[config.mk]
export PLATFORM = sky130hd
export DESIGN_NAME = crypt_regif
export DESIGN_NICKNAME = d
export VERILOG_FILES = /design/src/rtl/crypt_regif_pkg.sv /design/src/rtl/crypt_regif_decode.sv /design/src/rtl/crypt_word_bank.sv /design/src/rtl/crypt_sticky_flag.sv /design/src/rtl/crypt_regif.sv
export SDC_FILE = /design/constraint.sdc
export NUM_CORES = 1
export LEC_CHECK = 0
export ABC_CLOCK_PERIOD_IN_PS = 2300
export BUFFER_PORTS_ARGS = -buffer_cell sky130_fd_sc_hd__buf_2
export CORE_MARGIN = 5
export CORE_UTILIZATION = 48
export CTS_CLUSTER_DIAMETER = 200
export DETAILED_ROUTE_END_ITERATION = 6
export PLACE_DENSITY_LB_ADDON = 0.12
export SETUP_SLACK_MARGIN = 0.3
export SLEW_MARGIN = 0
export SYNTH_ARGS = -nofsm -noshare
export SYNTH_HDL_FRONTEND = slang
export SYNTH_SLANG_ARGS = --single-unit
[constraint.sdc]
create_clock -name clk -period 2.3 [get_ports clk]
set_input_delay 0.23 -clock clk [delete_from_list [all_inputs] [get_ports clk]]
set_output_delay 0.23 -clock clk [all_outputs]
set_load 0.02 [all_outputs]
[src/rtl/crypt_regif_pkg.sv]
package crypt_regif_pkg;

    localparam int GRP_WORDS = 4;
    localparam int GRP_IDX_W = 2;
    localparam int WIN_BITS  = 8;

    typedef enum logic [2:0] {
        RG_NONE,
        RG_KEY,
        RG_DIN,
        RG_DOUT,
        RG_LOAD,
        RG_DONE,
        RG_KLOAD,
        RG_KDONE
    } region_e;

    typedef struct packed {
        logic                 hit;
        region_e              region;
        logic [GRP_IDX_W-1:0] idx;
    } dec_t;

    // slot = byte offset bits 7:2, lsb = byte offset bits 1:0
    function automatic region_e slot_region(logic [5:0] slot, logic [1:0] lsb);
        region_e r;
        r = RG_NONE;
        if (lsb == 2'b00 && slot[5:4] == 2'b00) begin
            case (slot[3:2])
                2'd0: r = RG_KEY;
                2'd1: r = RG_DIN;
                2'd2: r = RG_DOUT;
                default: begin
                    case (slot[1:0])
                        2'd0:    r = RG_LOAD;
                        2'd1:    r = RG_DONE;
                        2'd2:    r = RG_KLOAD;
                        default: r = RG_KDONE;
                    endcase
                end
            endcase
        end
        return r;
    endfunction

endpackage

[src/rtl/crypt_regif_decode.sv]
module crypt_regif_decode
    import crypt_regif_pkg::*;
#(
    parameter int          ADDR_W    = 32,
    parameter logic [31:0] BASE_ADDR = 32'hFFFF_FF00
) (
    input  logic [ADDR_W-1:0] addr,
    output dec_t              dec
);

    localparam logic [ADDR_W-WIN_BITS-1:0] BASE_HI = BASE_ADDR[ADDR_W-1:WIN_BITS];

    always_comb begin
        dec.hit    = (addr[ADDR_W-1:WIN_BITS] == BASE_HI);
        dec.region = dec.hit ? slot_region(addr[WIN_BITS-1:2], addr[1:0]) : RG_NONE;
        dec.idx    = addr[3:2];
    end

endmodule

[src/rtl/crypt_word_bank.sv]
module crypt_word_bank #(
    parameter int DATA_W = 32,
    parameter int WORDS  = 4
) (
    input  logic                    clk,
    input  logic                    rst,
    input  logic                    wr_en,
    input  logic [$clog2(WORDS)-1:0] wr_idx,
    input  logic [DATA_W-1:0]       wr_data,
    input  logic                    cap_en,
    input  logic [DATA_W*WORDS-1:0] cap_data,
    output logic [DATA_W*WORDS-1:0] blk
);

    localparam int BLK_W = DATA_W * WORDS;

    // word i sits in the lane starting at the top of the block
    for (genvar i = 0; i < WORDS; i++) begin : g_word
        localparam int HI = BLK_W - 1 - i * DATA_W;
        always_ff @(posedge clk) begin
            if (rst) begin
                blk[HI -: DATA_W] <= '0;
            end else if (cap_en) begin
                blk[HI -: DATA_W] <= cap_data[HI -: DATA_W];
            end else if (wr_en && (int'(wr_idx) == i)) begin
                blk[HI -: DATA_W] <= wr_data;
            end
        end
    end

    AST_BANK_HOLD: assert property (@(posedge clk) disable iff (rst)
        (!wr_en && !cap_en) |=> $stable(blk));

endmodule

[src/rtl/crypt_sticky_flag.sv]
module crypt_sticky_flag (
    input  logic clk,
    input  logic rst,
    input  logic set,
    input  logic clr,
    output logic flag
);

    always_ff @(posedge clk) begin
        if (rst) flag <= 1'b0;
        else if (set) flag <= 1'b1;
        else if (clr) flag <= 1'b0;
    end

    AST_FLAG_SET:   assert property (@(posedge clk) disable iff (rst)
        set |=> flag);
    AST_FLAG_HOLD:  assert property (@(posedge clk) disable iff (rst)
        (flag && !clr) |=> flag);
    AST_FLAG_CLEAR: assert property (@(posedge clk) disable iff (rst)
        (clr && !set) |=> !flag);

endmodule

[src/rtl/crypt_regif.sv]
module crypt_regif
    import crypt_regif_pkg::*;
#(
    parameter int          ADDR_W    = 32,
    parameter int          DATA_W    = 32,
    parameter logic [31:0] BASE_ADDR = 32'hFFFF_FF00
) (
    input  logic                          clk,
    input  logic                          rst,
    input  logic                          bus_sel,
    input  logic                          bus_wr,
    input  logic [ADDR_W-1:0]             bus_addr,
    input  logic [DATA_W-1:0]             bus_wdata,
    output logic [DATA_W-1:0]             bus_rdata,
    output logic                          bus_ack,
    output logic [DATA_W*GRP_WORDS-1:0]   eng_key,
    output logic [DATA_W*GRP_WORDS-1:0]   eng_din,
    output logic                          eng_load,
    output logic                          eng_kload,
    input  logic [DATA_W*GRP_WORDS-1:0]   eng_dout,
    input  logic                          eng_done,
    input  logic                          eng_kdone
);

    localparam int BLK_W = DATA_W * GRP_WORDS;

    dec_t             dec;
    logic             wr_acc, rd_acc;
    logic             key_we, din_we;
    logic             load_fire, kload_fire;
    logic             done_clr, kdone_clr;
    logic             done_flag, kdone_flag;
    logic [BLK_W-1:0] out_blk;
    logic [DATA_W-1:0] rd_word;

    function automatic logic [DATA_W-1:0] pick_word(logic [BLK_W-1:0] b,
                                                    logic [GRP_IDX_W-1:0] i);
        return b[BLK_W - 1 - int'(i) * DATA_W -: DATA_W];
    endfunction

    crypt_regif_decode #(
        .ADDR_W    (ADDR_W),
        .BASE_ADDR (BASE_ADDR)
    ) u_decode (
        .addr (bus_addr),
        .dec  (dec)
    );

    always_comb begin
        wr_acc     = bus_sel && bus_wr && dec.hit;
        rd_acc     = bus_sel && !bus_wr && dec.hit;
        key_we     = wr_acc && (dec.region == RG_KEY);
        din_we     = wr_acc && (dec.region == RG_DIN);
        load_fire  = wr_acc && (dec.region == RG_LOAD)  && bus_wdata[0];
        kload_fire = wr_acc && (dec.region == RG_KLOAD) && bus_wdata[0];
        done_clr   = wr_acc && (dec.region == RG_DONE);
        kdone_clr  = wr_acc && (dec.region == RG_KDONE);
    end

    crypt_word_bank #(.DATA_W(DATA_W), .WORDS(GRP_WORDS)) u_key_bank (
        .clk      (clk),
        .rst      (rst),
        .wr_en    (key_we),
        .wr_idx   (dec.idx),
        .wr_data  (bus_wdata),
        .cap_en   (1'b0),
        .cap_data ('0),
        .blk      (eng_key)
    );

    crypt_word_bank #(.DATA_W(DATA_W), .WORDS(GRP_WORDS)) u_din_bank (
        .clk      (clk),
        .rst      (rst),
        .wr_en    (din_we),
        .wr_idx   (dec.idx),
        .wr_data  (bus_wdata),
        .cap_en   (1'b0),
        .cap_data ('0),
        .blk      (eng_din)
    );

    crypt_word_bank #(.DATA_W(DATA_W), .WORDS(GRP_WORDS)) u_out_bank (
        .clk      (clk),
        .rst      (rst),
        .wr_en    (1'b0),
        .wr_idx   (dec.idx),
        .wr_data  (bus_wdata),
        .cap_en   (eng_done),
        .cap_data (eng_dout),
        .blk      (out_blk)
    );

    crypt_sticky_flag u_done_flag (
        .clk  (clk),
        .rst  (rst),
        .set  (eng_done),
        .clr  (done_clr),
        .flag (done_flag)
    );

    crypt_sticky_flag u_kdone_flag (
        .clk  (clk),
        .rst  (rst),
        .set  (eng_kdone),
        .clr  (kdone_clr),
        .flag (kdone_flag)
    );

    always_comb begin
        rd_word = '0;
        case (dec.region)
            RG_KEY:   rd_word = pick_word(eng_key, dec.idx);
            RG_DIN:   rd_word = pick_word(eng_din, dec.idx);
            RG_DOUT:  rd_word = pick_word(out_blk, dec.idx);
            RG_DONE:  rd_word = {{(DATA_W-1){1'b0}}, done_flag};
            RG_KDONE: rd_word = {{(DATA_W-1){1'b0}}, kdone_flag};
            default:  rd_word = '0;
        endcase
    end

    always_ff @(posedge clk) begin
        if (rst) begin
            bus_ack   <= 1'b0;
            bus_rdata <= '0;
            eng_load  <= 1'b0;
            eng_kload <= 1'b0;
        end else begin
            bus_ack   <= bus_sel && dec.hit;
            bus_rdata <= rd_acc ? rd_word : '0;
            eng_load  <= load_fire;
            eng_kload <= kload_fire;
        end
    end

    AST_ACK_IN_WINDOW: assert property (@(posedge clk) disable iff (rst)
        bus_ack |-> $past(bus_sel && (bus_addr[ADDR_W-1:WIN_BITS] == BASE_ADDR[ADDR_W-1:WIN_BITS])));
    AST_RDATA_IDLE: assert property (@(posedge clk) disable iff (rst)
        !bus_ack |-> (bus_rdata == '0));
    AST_LOAD_FROM_WRITE: assert property (@(posedge clk) disable iff (rst)
        eng_load |-> $past(bus_sel && bus_wr && bus_wdata[0] &&
                           (bus_addr == BASE_ADDR + 32'h30)));
    AST_KLOAD_FROM_WRITE: assert property (@(posedge clk) disable iff (rst)
        eng_kload |-> $past(bus_sel && bus_wr && bus_wdata[0] &&
                            (bus_addr == BASE_ADDR + 32'h38)));
    AST_OUT_CAPTURE: assert property (@(posedge clk) disable iff (rst)
        eng_done |=> (out_blk == $past(eng_dout)));

endmodule

# After elaboration in Yosys (flattened, before gate mapping)

Cells that the tools add are included.

Flip-flop bits (word level): 421
Bits in latches: 0
Memory bits (writable): 0
ROM bits: 0
Bits of input ports: 198
Output and inout bits: 291
Logic and storage cells: 78
Memories: 0

$add $sub $neg: 1
Multipliers: 0
Divide/modulo/power cells: 0
$lt $le $gt $ge: 0
Equality and inequality tests: 15
Shifts and indexed selects: 3
Muxes and demuxes: 9
Bitwise gates (word level): 1
Reductions and logical operators: 31

Operators with widths:

| cell                                                                   | count |
|---|---|
| 159-bit by 8-bit variable part select with 32-bit output               | 3 |
| 32-bit one-hot mux with 5 select lines                                 | 1 |
| 24-bit equality test (second input constant)                           | 1 |
| 1-bit logical AND                                                      | 22 |
| 3-bit equality test (second input constant)                            | 4 |
| 2-bit logical NOT                                                      | 5 |
| 3-bit one-hot mux with 3 select lines                                  | 1 |
| 2-bit equality test (second input constant)                            | 4 |
| 7-bit by 7-bit subtractor with 8-bit output (first input constant)     | 1 |
| 2-bit by 1-bit equality test with 1-bit output (second input constant) | 3 |
| 3-bit by 2-bit equality test with 1-bit output (second input constant) | 2 |
| 3-bit two-way mux                                                      | 2 |
| 2-bit one-hot mux with 3 select lines                                  | 1 |
| 1-bit two-way mux                                                      | 4 |
| 2-bit nonzero test                                                     | 2 |
| 3-bit by 1-bit equality test with 1-bit output (second input constant) | 1 |
| 2-bit OR reduction                                                     | 1 |
| 1-bit logical NOT                                                      | 1 |
| 1-bit NOT                                                              | 1 |

# Depth between registers and ports, before layout

Gate-level depths: netlist (run 1).

Depth after elaboration: 9
Depth in mapped cells: 11
Depth with buffers taken out: 8

# Modules after synthesis

A second synthesis (run 1) with hierarchy kept.

Cell total of the unflattened synthesis: 2326
Area, all modules: 23988.0 µm²

By module, submodules not included:

| module             | times used | cells each | area an instance (µm²) | sequential area each (µm²) |
|---|---|---|---|---|
| crypt_word_bank    | 3          | 655        | 6461.2                 | 2562.5 |
| crypt_regif        | 1          | 329        | 4350.4                 | 700.7 |
| crypt_regif_decode | 1          | 24         | 176.4                  | 0.0 |
| crypt_sticky_flag  | 2          | 4          | 38.8                   | 20.0 |

# Least setup slack after synthesis (run 1)

OpenSTA, ideal clock, no wires.

Path type: input port to flip-flop
From: input port bus_addr[4]
To: register bus_rdata[10]
Setup time: 0.103 ns
Data arrival time: 2.376 ns
Data required time: 2.197 ns
Path slack: -0.179 ns
Stages: 7
Path buffers: 2
Cell sequence: ha_1 > nor3_1 > o211ai_1 > or4_1 > buf_2 > buf_1 > a2111oi_2

Word-level cells in the longest chain between the ends: 6
Elaborated cells between the ends (all ways): 12
Those cells by class: 7 x eq/ne; 4 x mux; 1 x reduce/logical

Ends and longest elaborated chain:

| item                                              | line                     | text |
|---|---|---|
| start, declared                                   | crypt_regif.sv:12        | `input logic [ADDR_W-1:0] bus_addr,` |
| 2-bit equality test, or another cell as far along | crypt_regif_pkg.sv:29    | `case (slot[3:2])` |
| 3-bit one-hot mux with 3 select lines *           | crypt_regif_pkg.sv:29    |  |
| 3-bit two-way mux *                               | crypt_regif_pkg.sv:28    | `if (lsb == 2'b00 && slot[5:4] == 2'b00) begin` |
| 3-bit two-way mux *                               | crypt_regif_decode.sv:15 | `dec.region = dec.hit ? slot_region(addr[WIN_BITS-1:2], addr[1:0]) : RG_NONE;` |
| 3-bit equality test, or another cell as far along | crypt_regif.sv:111       | `case (dec.region)` |
| 32-bit one-hot mux with 5 select lines *          | crypt_regif.sv:111       |  |
| end signal, assigned                              | crypt_regif.sv:129       | `bus_rdata <= rd_acc ? rd_word : '0;` |
| end, declared                                     | crypt_regif.sv:14        | `output logic [DATA_W-1:0] bus_rdata,` |

Mark *: on every way between the ends. The rest lies on a longest branch, timed or not.
A chain may end at the register's enable or synchronous reset.

# Worst setup path in the final report (run 1)

From: input port bus_addr[6]
To: register bus_rdata[20]

Word-level cells in the longest chain between the ends: 6
Elaborated cells between the ends (all ways): 10
Those cells by class: 5 x eq/ne; 3 x mux; 2 x reduce/logical

Ends and longest elaborated chain:

| item                                              | line |
|---|---|
| 2-bit logical NOT *                               | crypt_regif_pkg.sv:28 |
| 1-bit logical AND *                               | crypt_regif_pkg.sv:28 |
| 3-bit two-way mux *                               | crypt_regif_pkg.sv:28 |
| 3-bit two-way mux *                               | crypt_regif_decode.sv:15 |
| 3-bit equality test, or another cell as far along | crypt_regif.sv:111 |
| 32-bit one-hot mux with 5 select lines *          | crypt_regif.sv:111 |

Marked as above.

==> run_results.csv, run 1 <==
group,metric,value,unit
logic_synthesis,seq_area_frac_synth,46.53,%
outcome,run_status,"completed",
placement,io_buffer_count,488,
floorplanning,io_pins,489,
critical_path,cp_num_cells,10,
sta,tns,0,ps
sta,tightestPinTransition,963.5,ps
drt,vias,19955,
floorplanning,fp.dieArea,41720,µm²
critical_path,critical_path_class,"in2reg",
logic_synthesis,synth_cells,2165,
pwr,vdd_ir_drop_max,0.5364,mV
logic_synthesis,ys_seq_elements,421,
layout,layout-drive-gt1-share,31.97,%
critical_path,slowest_delay,590,ps
layout,post-route-util,71.76,%
critical_path,cp-start-kind,"input pin",
clock_tree,cts_tree,"yes",
logic_synthesis,synthArstFlopShare,0,%
global_route,grt_start_max_net_pins,198,
clock_tree,path_clk_slew,60,ps
flow_run,maxCapViolCount,0,
critical_path,r2r_slack,720,ps
placement,gp_congestion,0.9175,
drt,wl_per_cell,24.60,µm
global_route,antenna_found_initial,1,
placement,dpl_cell_area,22150,µm²
clock_tree,cts_buffers,45,
logic_synthesis,ys_types,56,
pwr,fin_total_pwr,16.52,mW
sta,finalSetupViolations,0,
floorplanning,die_x,204.3,µm
layout,stdcell_count,3374,
sta,slew_headroom,35.77,%
pwr,leakage,11.37,nW
drt,drt-pass1-iter-count,6,
sta,min_period,2094,ps
floorplanning,row_count,71,
logic_synthesis,synth_warnings,0,
logic_synthesis,syn_nets,2366,
placement,place_inst,3079,
critical_path,worstRegToRegCells,4,
clock_tree,cts_htree_levels,2,
sta,rsz0062_at_grt,"yes",
layout,syn2layout_area_growth,48.51,%
critical_path,path_delay_family,"simple AND/OR/NAND/NOR gates",
drt,drc,0,
sta,fmax,0.4777,GHz
drt,drt-initial-drc-count,2069,
critical_path,crit_required,2760,ps
sta,slew_violations,0,
global_route,grt_first_pass_wirelength,114000,µm
clock_tree,cts_sinks,421,
critical_path,critPathMaxFanout,19,
logic_synthesis,synth_area,18110,µm²
global_route,overflow,0,
sta,hold_viol_final,0,
critical_path,cpMaxStageDelayCell,"or4_4",
logic_synthesis,synth_ff_type,"dfxtp_1",
placement,dp_hpwl,51650,µm
logic_synthesis,synth_edf_count,0,
pwr,powerDensity,613.9,nW/µm²
critical_path,cp_data_arrival_time,2560,ps
critical_path,crit_buf_inv,4,
layout,mostFrequentLayoutCell,"nand2_1",
clock_tree,cts_buffer_depth,3,
drt,viasPerCell,5.914,
critical_path,cp_cell_sequence,"buf_6, or4_4, nor4_4, buf_4, buf_8, nand2_8, clkbuf_16, a22oi_1, nor3b_2, a2111oi_4",
layout,final_cell_area,26900,µm²
min_path,holdPathStages,3,
layout,final_cell_mix,"nand2_1 (531), buf_2 (478), dfxtp_1 (421)",
sta,fin_skew,20.23,ps
clock_tree,insertion_delay,580,ps
critical_path,cp-end-kind,"flip-flop",
drt,postRouteAntennaNets,0,
layout,fill_cells,2844,
layout,layout.nets,3029,
floorplanning,core,37490,µm²
floorplanning,die_height,204.3,µm
logic_synthesis,syn_area_per_cell,8.367,µm²
global_route,grtUsageTotal,35.01,%
floorplanning,initial_core_util,48.32,%
clock_tree,root_buffer,"clkbuf_16",
global_route,grt_pass1_vias,19225,
drt,routed_wirelength,83000,µm
sta,finalCritPeriodShare,91.02,%
min_path,hold_class,"in2reg",
sequential cells by signal, indices dropped and copies added, names as in the netlist, 32 cells and up:
name and cells:
u_din_bank.blk 128, u_key_bank.blk 128, bus_rdata 32, u_out_bank.blk 128
cells by family after synthesis:
group / synth area share (%)
AOI/OAI and AO/OA: 21.69
and+or+nand+nor: 18.32
DFF: 46.53
adders and majority gates: 0.2072
buffers and inverters: 5.899
muxes: 7.356
cell type report:
type                       count  area, µm²  share of cell area, %
antenna                        1      2.502               0.009301
clock buffer                  65       1364                  5.069
clock inverter                16      186.4                 0.6930
inverter                      33      123.9                 0.4604
multi-input combinational   1494       9633                  35.81
sequential                   421       8428                  31.33
tap                          511      639.4                  2.377
timing repair buffer         833       6526                  24.26
where the power goes:
group          internal [mW]  leakage, nW  switching [mW]  total [mW]
sequential              7.43         3.42          0.0997        7.53
combinational          0.661         7.18           0.727        1.39
clock                   4.55        0.773            3.04        7.60
total                   12.6         11.4            3.87        16.5
cells in the mapped netlist (all sizes together) (7+ instances only):
cell / n / area share [%]
clkbuf: 130 / 2.7
a21oi: 266 / 7.3
nor4: 8 / 0.46
a221oi: 31 / 1.5
nor3b: 25 / 1.0
nand2: 546 / 11
nor2: 140 / 2.9
a211o: 40 / 1.9
a22oi: 24 / 0.99
inv: 33 / 0.68
a21boi: 64 / 2.7
a2111oi: 29 / 2.2
o21ai: 7 / 0.19
nand4: 11 / 0.38
dfxtp: 421 / 47
a221o: 28 / 1.5
buf: 87 / 2.5
a211oi: 48 / 2.0
mux2i: 132 / 7.3
nand3: 7 / 0.19
nor2b: 28 / 0.97
timing repair:
action / CTS / global route
hold endpoints to repair: 374 / 0
pin swaps: 3 / 78
resized for setup: 6 / 168
endpoints found under the setup margin: 154 / 157
setup buffers: 5 / 28
hold buffers: 161 / 0
cloned: 0 / 19
worst register-to-register path: cells and delay by family (launching register included):
family	cells	cell delay [ps]
compound gates	4	1070
flops	1	410
metrics by stage:
stage               setup slack [ps]  hold WS (ps)
finish                         206.4         42.72
global route                   149.8         27.39
CTS                            283.4         9.256
detailed placement            -457.6         449.7
global placement              -392.8         448.3
floorplan                     -35.03         359.5
layer usage:
layer / vias up / GRT usage, % / wire [µm]
met2: 1307 / 56.90 / 38300
li1: 8836 / - / -
met3: 294 / 7.744 / 8534
met5: - / 0 / 0
met4: 0 / 17.80 / 5132
met1: 9518 / 43.87 / 31030
path summary, 6_finish.rpt:
path,start,to
max,bus_addr[6],bus_rdata[20]
min,bus_wdata[0],u_din_bank.blk[96]
max reg2reg,u_key_bank.blk[50],bus_rdata[18]
min reg2reg,u_key_bank.blk[53],u_key_bank.blk[53]
Power figures use the tool's default switching activity.
==> run 2: changes to the inputs <==
PLACE_DENSITY = 0.83   (was default)
PLACE_DENSITY_LB_ADDON = default   (was 0.12)
==> run_results.csv, run 2 (synthesized netlist as in run 1, its figures left out) <==
group,metric,value,unit
critical_path,timing.rr.start,"u_key_bank.blk[105]",
placement,gp_congestion,0.9432,
floorplanning,core,37490,µm²
min_path,hp-start,"bus_sel",
layout,layout-drive-gt1-share,31.75,%
placement,place_ws,-487.0,ps
placement,io_buffer_count,488,
layout,final_cell_mix,"nand2_1 (514), buf_2 (480), dfxtp_1 (421)",
min_path,holdPathStages,4,
drt,viasPerCell,6.325,
outcome,run_status,"completed",
floorplanning,die_x,204.3,µm
layout,layout.nets,3015,
critical_path,cp_data_arrival_time,2570,ps
critical_path,crit_required,2770,ps
global_route,grt_start_max_net_pins,157,
layout,stdcell_count,3364,
sta,hold_viol_final,0,
critical_path,cpMostUsedCell,"buf_8",
pwr,powerDensity,611.9,nW/µm²
placement,dp_hpwl,52430,µm
placement,dpl_cell_area,21910,µm²
flow_run,maxCapViolCount,0,
layout,syn2layout_area_growth,47.04,%
floorplanning,die_height,204.3,µm
sta,rsz0062_at_grt,"yes",
clock_tree,cts_buffer_depth,3,
drt,drt-initial-drc-count,2904,
min_path,hold_class,"in2reg",
global_route,antenna_found_initial,3,
critical_path,worstRegToRegCells,4,
clock_tree,cts_tree,"yes",
clock_tree,cts_htree_levels,2,
pwr,leakage,11.20,nW
critical_path,path_delay_family,"simple AND/OR/NAND/NOR gates",
sta,finalCritPeriodShare,91.23,%
critical_path,cp_num_cells,9,
drt,drt-pass1-iter-count,6,
drt,wl_per_cell,26.78,µm
drt,postRouteAntennaNets,0,
sta,setup_ws,201.8,ps
critical_path,slowest_delay,610,ps
clock_tree,cts_buffers,44,
critical_path,crit_buf_inv,3,
sta,min_period,2098,ps
global_route,overflow,0,
critical_path,cpMaxStageDelayCell,"or4_4",
critical_path,critPathMaxFanout,6,
pwr,vdd_ir_drop_max,0.6706,mV
global_route,grtUsageTotal,38.22,%
critical_path,r2r_slack,640,ps
critical_path,cp-start-kind,"input pin",
layout,final_cell_area,26640,µm²
sta,tns,0,ps
critical_path,critical_path_class,"in2reg",
critical_path,cp-end-kind,"flip-flop",
critical_path,crit_start,"bus_addr[1]",
floorplanning,fp.dieArea,41720,µm²
drt,routed_wirelength,90090,µm
sta,fin_skew,18.59,ps
sta,finalSetupViolations,0,
global_route,grt_pass1_vias,20830,
floorplanning,io_pins,489,
clock_tree,cts_sinks,421,
clock_tree,root_buffer,"clkbuf_16",
drt,drc,0,
pwr,fin_total_pwr,16.30,mW
drt,vias,21278,
sta,slew_violations,0,
clock_tree,path_clk_slew,60,ps
sta,slew_headroom,30.67,%
sta,fmax,0.4766,GHz
layout,largestRegisters,"u_din_bank.blk (128), u_key_bank.blk (128), u_out_bank.blk (128)",
layout,mostFrequentLayoutCell,"nand2_1",
clock_tree,insertion_delay,580,ps
floorplanning,initial_core_util,48.32,%
sta,tightestPinTransition,1040,ps
placement,place_inst,3061,
critical_path,cp_cell_sequence,"buf_8, or4_4, nor3_4, and4_4, buf_12, buf_8, a22oi_2, a211o_1, a2111oi_4",
floorplanning,row_count,71,
global_route,grt_first_pass_wirelength,124100,µm
[run 2: cell count changes in the layout (fill, tap and decap cells not counted), sizes merged, moves of 2 or more]
cell,delta
clkbuf,-6
buf,-14
dlygate4sd3,+2
inv,+2
diode,+2
clkinv,+4
[run 2: final cells by class]
type                    count  area [µm²]
fillers                  2531       10850
multi-input cells        1494        9509
flip-flops and latches    421        8428
repair buffers            820        6436
clock buffers              60        1272
well taps                 511       639.4
clock inverters            22       211.5
inverters                  33       131.4
diodes                      3       7.507
[run 2: power breakdown]
part           leakage [nW]  switching (mW)  total (mW)  internal, mW
combinational          7.04           0.765        1.42         0.653
clock                 0.739            3.11        7.35          4.24
sequential             3.42           0.106        7.53          7.43
total                  11.2            3.98        16.3          12.3
[run 2: final timing paths]
| check | end |
|---|---|
| setup / recovery | bus_rdata[2] |
| hold / removal | u_done_flag.flag |
| setup reg to reg | bus_rdata[9] |
| hold reg to reg | u_key_bank.blk[35] |
[run 2: metal layers]
layer	track usage [%]	vias to the layer above	routed length, µm
met5	0	-	0
met4	25.48	0	7762
met3	10.46	638	12300
met2	60.80	2003	40000
met1	45.25	9840	30020
li1	-	8797	-
[run 2: what timing repair did]
action	4_1_cts	5_1_grt
cloned	2	18
pin swaps	4	86
hold buffers	163	0
buffers inserted	7	28
endpoints found under the hold margin	351	0
endpoints found under the setup margin	151	248
resized for setup	15	168
[run 2: per-stage QoR]
step | hold WS, ps | util (%)
after floorplan | 359.5 | -
after global placement | 448.4 | 58.45
after detailed placement | 453.4 | 58.45
after CTS | 100.2 | 67.29
after global routing | 141.1 | 71.05
final | 118.7 | 71.05
[run 2: tightest hold or removal path, delay by kind of cell]
kind,cells,cell delay [ps]
buffers and inverters,1,130
and+or+nand+nor,1,70
AOI/OAI and AO/OA,2,210
